**src/rtl/sqw_nco_pkg.sv**
```systemverilog
package sqw_nco_pkg;
   localparam int unsigned DEF_ACC_W    = 16;
   localparam int unsigned DEF_RATE_CNT = 8;
   localparam int unsigned DEF_PIN_N    = 10;

   // build a low-bit mask of width w with the lowest k bits set
   function automatic logic [31:0] low_mask(input int unsigned k);
      logic [31:0] m;
      m = '0;
      for (int unsigned i = 0; i < 32; i++) begin
         if (i < k) m[i] = 1'b1;
      end
      return m;
   endfunction
endpackage

```
**src/rtl/sqw_nco_prescale.sv**
```systemverilog
module sqw_nco_prescale #(
   parameter int unsigned RATE_CNT = 8,
   localparam int unsigned SEL_W   = $clog2(RATE_CNT),
   localparam int unsigned DIV_W   = RATE_CNT - 1
) (
   input  logic             clk,
   input  logic             rst_n,
   input  logic             run,
   input  logic             restart,
   input  logic [SEL_W-1:0] sel,
   output logic             tick
);
   import sqw_nco_pkg::*;

   logic [DIV_W-1:0] cnt_q;
   logic [DIV_W-1:0] mask;

   always_comb begin
      logic [31:0] full;
      full = low_mask(32'(sel));
      mask = full[DIV_W-1:0];
   end

   always_ff @(posedge clk) begin
      if (!rst_n || !run || restart) cnt_q <= '0;
      else                           cnt_q <= cnt_q + 1'b1;
   end

   assign tick = run && !restart && ((cnt_q & mask) == mask);
endmodule

```
**src/rtl/sqw_nco_phase.sv**
```systemverilog
module sqw_nco_phase #(
   parameter int unsigned ACC_W = 16
) (
   input  logic             clk,
   input  logic             rst_n,
   input  logic             clear,
   input  logic             tick,
   input  logic [ACC_W-1:0] word,
   output logic             wave
);
   logic [ACC_W-1:0] acc_q;

   always_ff @(posedge clk) begin
      if (!rst_n || clear) acc_q <= '0;
      else if (tick)       acc_q <= acc_q + word;
   end

   assign wave = acc_q[ACC_W-1];
endmodule

```
**src/rtl/sqw_nco_pin_gate.sv**
```systemverilog
module sqw_nco_pin_gate #(
   parameter int unsigned PIN_N            = 10,
   parameter logic [PIN_N-1:0] PIN_CAP     = 10'b00_0001_0001
) (
   input  logic             enable,
   input  logic             wave,
   input  logic [PIN_N-1:0] mode,
   output logic [PIN_N-1:0] pins
);
   for (genvar i = 0; i < PIN_N; i++) begin : g_pin
      if (PIN_CAP[i]) begin : g_cap
         assign pins[i] = enable & mode[i] & wave;
      end else begin : g_nocap
         assign pins[i] = 1'b0;
      end
   end
endmodule

```
**src/rtl/sqw_nco_gen.sv**
```systemverilog
module sqw_nco_gen #(
   parameter int unsigned ACC_W         = sqw_nco_pkg::DEF_ACC_W,
   parameter int unsigned RATE_CNT      = sqw_nco_pkg::DEF_RATE_CNT,
   parameter int unsigned PIN_N         = sqw_nco_pkg::DEF_PIN_N,
   parameter logic [PIN_N-1:0] PIN_CAP  = 10'b00_0001_0001,
   localparam int unsigned SEL_W        = $clog2(RATE_CNT),
   localparam int unsigned CODE_W       = SEL_W + 1
) (
   input  logic              clk,
   input  logic              rst_n,
   input  logic              wr_en,
   input  logic [ACC_W-1:0]  wr_word,
   input  logic [CODE_W-1:0] wr_code,
   input  logic              stop_req,
   input  logic [PIN_N-1:0]  pin_t_mode,
   output logic [ACC_W-1:0]  rd_word,
   output logic [CODE_W-1:0] rd_code,
   output logic [PIN_N-1:0]  pin_out
);
   if (ACC_W < 2 || ACC_W > 32) begin : g_bad_acc
      $error("sqw_nco_gen: ACC_W must be 2..32");
   end
   if (RATE_CNT < 2 || RATE_CNT > 16 || (RATE_CNT & (RATE_CNT - 1)) != 0) begin : g_bad_rate
      $error("sqw_nco_gen: RATE_CNT must be a power of two in 2..16");
   end
   if (PIN_N < 1) begin : g_bad_pin
      $error("sqw_nco_gen: PIN_N must be at least 1");
   end

   logic [ACC_W-1:0] word_q;
   logic [SEL_W-1:0] sel_q;
   logic             on_q;
   logic             code_ok;
   logic             accept;
   logic             tick;
   logic             wave;

   assign code_ok = (wr_code < CODE_W'(RATE_CNT));
   assign accept  = wr_en && code_ok && !stop_req;

   always_ff @(posedge clk) begin
      if (!rst_n) begin
         word_q <= '0;
         sel_q  <= '0;
         on_q   <= 1'b0;
      end else if (stop_req) begin
         on_q   <= 1'b0;
      end else if (accept) begin
         word_q <= wr_word;
         sel_q  <= wr_code[SEL_W-1:0];
         on_q   <= 1'b1;
      end
   end

   sqw_nco_prescale #(.RATE_CNT(RATE_CNT)) i_pre (
      .clk     (clk),
      .rst_n   (rst_n),
      .run     (on_q),
      .restart (accept),
      .sel     (sel_q),
      .tick    (tick)
   );

   sqw_nco_phase #(.ACC_W(ACC_W)) i_phase (
      .clk   (clk),
      .rst_n (rst_n),
      .clear (stop_req || accept || !on_q),
      .tick  (tick),
      .word  (word_q),
      .wave  (wave)
   );

   sqw_nco_pin_gate #(.PIN_N(PIN_N), .PIN_CAP(PIN_CAP)) i_gate (
      .enable (on_q),
      .wave   (wave),
      .mode   (pin_t_mode),
      .pins   (pin_out)
   );

   assign rd_word = word_q;
   assign rd_code = {1'b0, sel_q};
endmodule

```
**config.mk**
```make
export PLATFORM = sky130hd
export DESIGN_NAME = sqw_nco_gen
export DESIGN_NICKNAME = d
export VERILOG_FILES = /design/src/rtl/sqw_nco_pkg.sv /design/src/rtl/sqw_nco_prescale.sv /design/src/rtl/sqw_nco_phase.sv /design/src/rtl/sqw_nco_pin_gate.sv /design/src/rtl/sqw_nco_gen.sv
export SDC_FILE = /design/constraint.sdc
export NUM_CORES = 1
export LEC_CHECK = 0
export BUFFER_PORTS_ARGS = -buffer_cell sky130_fd_sc_hd__buf_2
export CAP_MARGIN = 10
export CORE_ASPECT_RATIO = 0.5
export CORE_MARGIN = 2
export CORE_UTILIZATION = 40
export CTS_BUF_LIST = sky130_fd_sc_hd__clkbuf_16
export DETAILED_ROUTE_END_ITERATION = 8
export GPL_TIMING_DRIVEN = 0
export PLACE_DENSITY = 0.65
export SETUP_SLACK_MARGIN = 0.15
export SKIP_LAST_GASP = 1
export SYNTH_ARGS = -nofsm -noshare
export SYNTH_HDL_FRONTEND = slang
export SYNTH_SLANG_ARGS = --single-unit
```
**constraint.sdc**
```tcl
create_clock -name clk -period 2.74 [get_ports clk]
set_clock_uncertainty 0.05 [all_clocks]
set_input_delay 0.137 -clock clk [delete_from_list [all_inputs] [get_ports clk]]
set_output_delay 0.137 -clock clk [all_outputs]
set_load 0.005 [all_outputs]
```
Word level (Yosys, flattened, before mapping)
Cells that the tools add are included.
W data, S select, Z words.
- $add $sub $neg: 2
- order comparisons: 8
- equal/unequal tests: 1
- multiplexer cells: 7
- bitwise operators: 7
- reduce and logical (&&, ||, !) cells: 15
- operators by type and width (operator ; count):
    $add A16 B16 Y16 ; 1
    $lt A3 B3 Y1 const A ; 3
    $add A7 B1 Y7 const B ; 1
    $and A7 B7 Y7 ; 1
    $eq A7 B7 Y1 ; 1
    $mux W1 ; 7
    $lt A1 B3 Y1 const A ; 2
    $lt A2 B3 Y1 const A ; 2
    $logic_or A1 B1 Y1 ; 5
    $and A1 B1 Y1 ; 4
    $logic_and A1 B1 Y1 ; 4
    $logic_not A1 Y1 ; 4
    $lt A4 B4 Y1 const B ; 1
    $not A1 Y1 ; 2
    $reduce_and A2 Y1 ; 1
    $reduce_or A2 Y1 ; 1
- flip-flop bits (word level): 43
- input bits: 34
- output and inout port bits: 30
- logic and storage cells: 45

Longest topological paths before layout
Gate-level depths: netlist of run 1.
- word-level depth: 6
- gate-level depth with buffers: 9
- depth with buffers taken out: 8

Hierarchy
A second synthesis of run 1 with hierarchy kept.
- cell total of the unflattened synthesis: 300
- area total of the unflattened synthesis: 2562.5 µm²
- modules (own cells, without submodules) (module ; times used ; cells each ; area each (µm²) ; seq. area each (µm²)):
    sqw_nco_phase ; 1 ; 161 ; 1318.8 ; 320.3
    sqw_nco_gen ; 1 ; 91 ; 839.6 ; 400.4
    sqw_nco_prescale ; 1 ; 37 ; 327.8 ; 140.1
    sqw_nco_pin_gate ; 1 ; 11 ; 76.3 ; 0.0

Worst setup path before layout of run 1
No wires, ideal clock.
- path type: flip-flop to flip-flop
- from: register word_q[0] (netlist: rd_word[0])
- to: register i_phase.acc_q[14]
- library setup time: 0.134 ns
- arrival: 1.974 ns
- data required time: 2.556 ns
- setup slack: 0.583 ns
- stages on the path, launching flop included: 9
- path buffers: 0
- period minus slack after synthesis: 2.157 ns
- cells stage by stage: dfxtp_1 -> ha_1 -> fa_1 -> a21oi_1 -> o211a_1 -> nor3_1 -> o311a_1 -> mux2i_1 -> o211ai_1
- word-level cells in the longest chain between the ends: 1
- ends and longest elaborated chain (what ; line ; text):
    from (decl) ; sqw_nco_gen.sv:30 ; logic [ACC_W-1:0] word_q;
    from (signal assigned) ; sqw_nco_gen.sv:49 ; word_q <= wr_word;
    $add A16 B16 Y16 ; sqw_nco_phase.sv:15 ; else if (tick) acc_q <= acc_q + word;
    to (signal assigned) ; sqw_nco_phase.sv:15 ;
    to (decl) ; sqw_nco_phase.sv:11 ; logic [ACC_W-1:0] acc_q;
Every way passes these cells.
A chain may end at the register's enable or synchronous reset.

Final worst setup path of run 1
- from: register word_q[0] (netlist: rd_word[0])
- to: register i_phase.acc_q[12]
Same word-level chain as after synthesis.

==> metrics.txt, run 1 <==
# TYPE chip_impl_metric gauge
chip_impl_info{name="status",value="finished, final reports clean"} 1
chip_impl_metric{name="groute.usage.overall",unit=""} 0.188
chip_impl_info{name="dominantRegCellSynth",value="dfxtp_1"} 1
chip_impl_metric{name="grt_pass1_vias",unit=""} 2182
chip_impl_info{name="timing.critical_path.cells",value="ha_1 > fa_1 > a21oi_1 > o211a_1 > nor3_2 > o31ai_1 > mux2i_1 > o211ai_1"} 1
chip_impl_metric{name="diodes",unit=""} 0
chip_impl_metric{name="synth-async-reset-ratio",unit=""} 0
chip_impl_metric{name="measured_slew_at_the_worst_slew_check_pin",unit="ps"} 560
chip_impl_metric{name="design.die.area",unit="µm²"} 6970
chip_impl_info{name="worstHoldEndpoint",value="rd_word[13]"} 1
chip_impl_info{name="netlist_top_cells_area",value="dfxtp_1, nand2_1, ha_1"} 1
chip_impl_info{name="clock_tree.root_cell",value="clkbuf_16"} 1
chip_impl_metric{name="synth-simple-area-share",unit=""} 0.229
chip_impl_metric{name="peakVddDrop",unit="V"} 0.000197
chip_impl_metric{name="io-pin-count",unit=""} 64
chip_impl_info{name="startpoint_type",value="register"} 1
chip_impl_metric{name="clock_insertion_delay_worst_skew",unit="ps"} 280
chip_impl_metric{name="start_util",unit=""} 0.413
chip_impl_metric{name="clock_tree.buffer_depth",unit=""} 2
chip_impl_metric{name="number_of_buffers_added_on_ports",unit=""} 46
chip_impl_metric{name="synth_fa_ha_area_frac",unit=""} 0.0876
chip_impl_metric{name="fin_setup_tns",unit="ps"} 0
chip_impl_metric{name="cts_inserted_buffers",unit=""} 5
chip_impl_metric{name="synth.yosys.seq_area_share",unit=""} 0.342
chip_impl_info{name="hold_class",value="in -> reg"} 1
chip_impl_info{name="reg2reg_to",value="i_phase.acc_q[12]"} 1
chip_impl_info{name="timing.setup.critical_path_class",value="reg -> reg"} 1
chip_impl_metric{name="dpl-instance-area",unit="µm²"} 2880
chip_impl_metric{name="hold_viol_final",unit=""} 0
chip_impl_metric{name="clk_pin_slew",unit="ps"} 60
chip_impl_metric{name="clkSinkCount",unit=""} 43
chip_impl_metric{name="initialDrtViolationCount",unit=""} 103
chip_impl_metric{name="worst-path-max-fanout",unit=""} 4
chip_impl_metric{name="max-slew-margin-rel",unit=""} 0.627
chip_impl_metric{name="post-cts-setup-buffers",unit=""} 0
chip_impl_metric{name="synth_top_area_frac",unit=""} 0.342
chip_impl_metric{name="holdPathStages",unit=""} 3
chip_impl_metric{name="drt_wl_total",unit="µm"} 6070
chip_impl_metric{name="place_hpwl",unit="µm"} 4580
chip_impl_metric{name="timing.fmax",unit="MHz"} 418
chip_impl_info{name="yosys.area.top_type",value="dfxtp_1"} 1
chip_impl_metric{name="cp_data_arrival_time",unit="ps"} 2490
chip_impl_metric{name="pin_count_of_the_biggest_net_entering_global_routing",unit=""} 14
chip_impl_info{name="synthTopCellsByCount",value="nand2_1, dfxtp_1, a21oi_1"} 1
chip_impl_info{name="synth_top_family_by_area",value="simple AND/OR/NAND/NOR gates"} 1
chip_impl_metric{name="powerDensity",unit="nW/µm²"} 466
chip_impl_metric{name="fin_hold_ws",unit="ps"} 44.1
chip_impl_metric{name="die-width",unit="µm"} 116
chip_impl_metric{name="timing_max_transition_violations_final",unit=""} 0
chip_impl_metric{name="ant_nets",unit=""} 0
chip_impl_metric{name="design.core.area",unit="µm²"} 6080
chip_impl_metric{name="drtPass1Iterations",unit=""} 5
chip_impl_metric{name="ff2ff_path_depth",unit=""} 8
chip_impl_info{name="critical_path.endpoint_type",value="register"} 1
chip_impl_metric{name="drive_gt1_frac",unit=""} 0.181
chip_impl_metric{name="postLayoutCellArea",unit="µm²"} 3050
chip_impl_info{name="synthMostInstantiatedCell",value="nand2_1"} 1
chip_impl_metric{name="final_net_count",unit=""} 427
chip_impl_metric{name="placement_rows",unit=""} 20
chip_impl_metric{name="timing.critical_path.slowest_cell_delay",unit="ps"} 440
chip_impl_metric{name="area_delta_synth_final",unit="%"} 21.5
chip_impl_metric{name="syn_area_per_cell",unit="µm²"} 7.98
chip_impl_metric{name="synthMuxAreaShare",unit=""} 0.0159
chip_impl_metric{name="leakage_power_total",unit="nW"} 1.33
chip_impl_metric{name="postSynthCellCount",unit=""} 315
chip_impl_metric{name="yosys_register_bits",unit=""} 43
chip_impl_metric{name="synthXorXnorAreaFrac",unit=""} 0.0348
chip_impl_info{name="setup_repair_after_global_routing_missed_its_margin",value="no"} 1
chip_impl_metric{name="post_drt_via_cell_ratio",unit=""} 5.07
chip_impl_metric{name="wl_per_cell",unit="µm"} 13.1
chip_impl_metric{name="route.vias.total",unit=""} 2354
chip_impl_metric{name="synth_compound_area_frac",unit=""} 0.226
chip_impl_metric{name="setup-violations-final",unit=""} 0
chip_impl_info{name="worst_hold_startpoint",value="wr_word[13]"} 1
chip_impl_metric{name="synth.yosys.warnings",unit=""} 0
chip_impl_metric{name="hold_buffers",unit=""} 0
chip_impl_info{name="timing.critical_path.slowest_stage_cell",value="fa_1"} 1
chip_impl_metric{name="final.period_utilization",unit=""} 0.873
chip_impl_metric{name="cap_viol_max_count",unit=""} 0
chip_impl_metric{name="drt_drc_violations_left",unit=""} 0
chip_impl_metric{name="gp_congestion",unit=""} 0.896
chip_impl_metric{name="synthDistinctLibCells",unit=""} 48
chip_impl_metric{name="globalRouteOverflowTotal",unit=""} 0
chip_impl_metric{name="grt_antenna_before_repair",unit=""} 0
chip_impl_info{name="r2r-start",value="rd_word[0]"} 1
chip_impl_metric{name="synth-edff-count",unit=""} 0
chip_impl_metric{name="cts-htree-levels",unit=""} 2
chip_impl_metric{name="layout_min_cycle_time",unit="ps"} 2390
chip_impl_metric{name="global_route_wire_length_before_repair",unit="µm"} 10100
chip_impl_metric{name="required",unit="ps"} 2840
chip_impl_metric{name="synthesis.area",unit="µm²"} 2510
chip_impl_info{name="cts_tree",value="done"} 1
chip_impl_metric{name="dieHeight",unit="µm"} 60.1
chip_impl_metric{name="design_power_total",unit="W"} 0.00142
chip_impl_metric{name="reg2reg_setup_slack",unit="ps"} 350
-- how the worst max path moves through the flow --
stage / start / end / slack [ps] / depth (start not counted)
final: rd_word[0] / i_phase.acc_q[12] / 350 / 8
after global placement: rd_word[0] / i_phase.acc_q[12] / 370 / 8
after floorplan: rd_word[0] / i_phase.acc_q[14] / 580 / 8
after global routing: rd_word[0] / i_phase.acc_q[12] / 210 / 8
after detailed placement: i_pre.cnt_q[0] / i_phase.acc_q[4] / 350 / 7
after CTS: i_pre.cnt_q[0] / i_phase.acc_q[4] / 320 / 7
-- cells by family after synthesis --
family,after synthesis
AOI/OAI and AO/OA,82
xor gates and xnor gates,10
adders and majority gates,17
buffers and inverters,32
DFF,43
muxes,4
other,1
and+or+nand+nor,126
-- state kept, by name, summed over array words and instances (netlist names) --
name / flops
on_q: 1
sel_q: 3
i_pre.cnt_q: 7
i_phase.acc_q: 16
rd_word: 16
-- report_power, final --
group / leakage [nW] / switching, W / internal, W
logic: 0.906 / 0.0000573 / 0.0000491
registers: 0.348 / 0.0000104 / 0.000635
clock network: 0.0759 / 0.000247 / 0.000425
total: 1.33 / 0.000315 / 0.00111
-- layer usage --
metal	up-vias	track usage	part of all wire
li1	1209	-	-
met1	1078	0.255	0.50
met2	60	0.304	0.44
met3	7	0.0446	0.052
met4	0	0.0527	0.0094
met5	-	0	0
-- layout make-up --
cell class              instances  area, µm²
inverters                       8       30.0
clock inverters                 2       37.5
flip-flops and latches         43        861
clock buffers                   5        125
multi-input cells             248       1530
repair buffers                 46        230
well taps                      88        110
plain buffers                  24        126
fillers                       606       3030
-- through the flow --
stage / worst slack, ps / utilization / std cells
6_report: 349 / 0.502 / 464
5_1_grt: 206 / 0.502 / 464
4_1_cts: 324 / 0.501 / 464
3_5_place_dp: 346 / 0.474 / 457
3_3_place_gp: 366 / 0.474 / 457
2_1_floorplan: 583 / - / 323
-- layout by cell type, fill, tap and decap left out, types with 3 or more instances in the layout --
cell type / instances
o211ai_1: 4
ha_1: 16
a21oi_1: 24
and3_1: 3
dfxtp_1: 43
nand4_1: 3
clkbuf_1: 12
a21boi_0: 20
nand2_1: 68
conb_1: 9
nand2b_1: 3
nor4_1: 3
xnor2_1: 8
buf_4: 9
o21ai_0: 8
nor3_1: 6
nand3_1: 11
buf_2: 47
a21o_1: 7
nand3b_1: 3
clkbuf_16: 5
mux2i_1: 4
inv_1: 8
nor2_1: 13
-- worst max-delay path: cells and delay by family, from the launching register on --
kind | cells | cell delay, ps
compound gates | 4 | 870
flops | 1 | 330
mux | 1 | 230
simple gates | 1 | 90
fa+ha+maj | 2 | 680
-- timing repair --
action | 4_1_cts | 5_1_grt
gates resized for setup | 0 | 2
hold endpoints to repair | 0 | 0
endpoints found under the setup margin | 0 | 2
Power figures use the tool's default switching activity.
==> inputs of run 2 (changes only) <==
PLACE_DENSITY = 0.66   (was 0.65)
TNS_END_PERCENT = 30   (was not set)
==> metrics.txt, run 2 (synthesis results as in run 1) <==
# TYPE chip_impl_metric gauge
chip_impl_metric{name="drt_drc_violations_left",unit=""} 0
chip_impl_metric{name="dpl-instance-area",unit="µm²"} 2880
chip_impl_metric{name="required",unit="ps"} 2830
chip_impl_metric{name="io-pin-count",unit=""} 64
chip_impl_metric{name="measured_slew_at_the_worst_slew_check_pin",unit="ps"} 617
chip_impl_metric{name="drive_gt1_frac",unit=""} 0.176
chip_impl_metric{name="global_route_wire_length_before_repair",unit="µm"} 10000
chip_impl_metric{name="timing.fmax",unit="MHz"} 403
chip_impl_metric{name="fillers",unit=""} 608
chip_impl_info{name="layout_commonest_cell",value="nand2_1"} 1
chip_impl_metric{name="final.period_utilization",unit=""} 0.905
chip_impl_metric{name="power_frac_comb",unit=""} 0.080
chip_impl_metric{name="number_of_buffers_added_on_ports",unit=""} 46
chip_impl_metric{name="final_cells",unit=""} 464
chip_impl_metric{name="max-slew-margin-rel",unit=""} 0.587
chip_impl_metric{name="post_drt_via_cell_ratio",unit=""} 5.14
chip_impl_metric{name="gp_congestion",unit=""} 0.833
chip_impl_metric{name="cap_viol_max_count",unit=""} 0
chip_impl_metric{name="post_cts_gate_resize_count",unit=""} 0
chip_impl_metric{name="numPlacedInstances",unit=""} 457
chip_impl_metric{name="design.core.area",unit="µm²"} 6080
chip_impl_metric{name="placement_rows",unit=""} 20
chip_impl_metric{name="hold_viol_final",unit=""} 0
chip_impl_info{name="clock_tree.root_cell",value="clkbuf_16"} 1
chip_impl_metric{name="setup-violations-final",unit=""} 0
chip_impl_metric{name="seqPwrFrac",unit=""} 0.487
chip_impl_metric{name="place_hpwl",unit="µm"} 4690
chip_impl_metric{name="cts_inserted_buffers",unit=""} 5
chip_impl_metric{name="clkSinkCount",unit=""} 43
chip_impl_metric{name="ant_nets",unit=""} 0
chip_impl_metric{name="grt_pass1_vias",unit=""} 2249
chip_impl_metric{name="timing_max_transition_violations_final",unit=""} 0
chip_impl_info{name="critical_path.endpoint_type",value="register"} 1
chip_impl_metric{name="wl_per_cell",unit="µm"} 13.4
chip_impl_metric{name="worst-path-max-fanout",unit=""} 4
chip_impl_metric{name="post-cts-setup-buffers",unit=""} 0
chip_impl_metric{name="leakage_power_total",unit="nW"} 1.31
chip_impl_metric{name="clk_pin_slew",unit="ps"} 60
chip_impl_info{name="startpoint_type",value="register"} 1
chip_impl_metric{name="route.vias.total",unit=""} 2386
chip_impl_metric{name="fin_setup_tns",unit="ps"} 0
chip_impl_metric{name="cp_data_arrival_time",unit="ps"} 2570
chip_impl_metric{name="dieHeight",unit="µm"} 60.1
chip_impl_metric{name="diodes",unit=""} 0
chip_impl_metric{name="globalRouteOverflowTotal",unit=""} 0
chip_impl_metric{name="switching_fraction_of_total_power",unit=""} 0.234
chip_impl_info{name="status",value="finished, final reports clean"} 1
chip_impl_metric{name="cts-htree-levels",unit=""} 2
chip_impl_metric{name="drt_wl_total",unit="µm"} 6230
chip_impl_metric{name="postLayoutCellArea",unit="µm²"} 3030
chip_impl_metric{name="powerDensity",unit="nW/µm²"} 438
chip_impl_metric{name="initialDrtViolationCount",unit=""} 133
chip_impl_metric{name="clock_tree.buffer_depth",unit=""} 2
chip_impl_metric{name="layout_min_cycle_time",unit="ps"} 2480
chip_impl_metric{name="p_switching",unit="W"} 0.000310
chip_impl_metric{name="peakVddDrop",unit="V"} 0.000411
chip_impl_metric{name="die-width",unit="µm"} 116
chip_impl_metric{name="power_report.internal_total",unit="W"} 0.00102
chip_impl_metric{name="area_delta_synth_final",unit="%"} 20.4
chip_impl_metric{name="clock_insertion_delay_worst_skew",unit="ps"} 280
chip_impl_metric{name="grt_antenna_before_repair",unit=""} 0
chip_impl_info{name="hold_class",value="in -> reg"} 1
chip_impl_metric{name="groute.usage.overall",unit=""} 0.186
chip_impl_metric{name="pin_count_of_the_biggest_net_entering_global_routing",unit=""} 14
chip_impl_info{name="setup_repair_after_global_routing_missed_its_margin",value="yes"} 1
chip_impl_info{name="timing.setup.critical_path_class",value="reg -> reg"} 1
chip_impl_metric{name="hold_buffers",unit=""} 0
chip_impl_info{name="cts_tree",value="done"} 1
chip_impl_info{name="most-common-layout-cells",value="nand2_1, buf_2, dfxtp_1"} 1
chip_impl_metric{name="design.die.area",unit="µm²"} 6970
chip_impl_metric{name="start_util",unit=""} 0.413
chip_impl_metric{name="p_clk_frac",unit=""} 0.433
chip_impl_metric{name="drtPass1Iterations",unit=""} 4
chip_impl_metric{name="final_net_count",unit=""} 427
run 2: metrics by stage:
step                hold slack [ps]   util  setup slack, ps  power (W)
floorplan                       232      -              583   0.000720
global placement                338  0.474              362   0.000761
detailed placement              346  0.474              284   0.000765
CTS                            46.9  0.497              248    0.00134
global route                   53.4  0.498              132    0.00138
finish                         50.0  0.498              261    0.00133
run 2: routing by layer:
layer,wire length [µm],vias to the layer above,GRT usage
li1,-,1210,-
met1,3040,1088,0.248
met2,2740,80,0.309
met3,368,8,0.0385
met4,80,0,0.0544
met5,0,-,0
run 2: critical path, cell delays in order, from the launching register on:
cell	delay, ps
dfxtp_1	370
ha_1	220
fa_1	250
a21oi_1	100
o211a_1	270
nor3_1	500
o311a_1	270
mux2i_1	210
o211ai_1	110
run 2: layout make-up:
cell class              count  area (µm²)  area share
multi-input cells         248        1530       0.506
flip-flops and latches     43         861       0.284
repair buffers             46         230      0.0761
plain buffers              24         126      0.0418
clock buffers               5         125      0.0413
well taps                  88         110      0.0364
inverters                   8        30.0     0.00992
clock inverters             2        12.5     0.00413
run 2: power by group through the flow:
stage / combinational, W / sequential (W) / clock (W)
CTS: 0.000105 / 0.000646 / 0.000588
finish: 0.000106 / 0.000646 / 0.000575
floorplan: 0.0000622 / 0.000658 / 0
detailed placement: 0.000105 / 0.000660 / 0
global placement: 0.000102 / 0.000660 / 0
global route: 0.000119 / 0.000647 / 0.000611
run 2: worst paths after layout:
path | start | to | slack [ps] | cells after the start
max | rd_word[0] | i_phase.acc_q[14] | 260 | 8
min | wr_word[8] | rd_word[8] | 50 | 3
max reg2reg | rd_word[0] | i_phase.acc_q[14] | 260 | 8
min reg2reg | i_phase.acc_q[10] | i_phase.acc_q[10] | 410 | 2
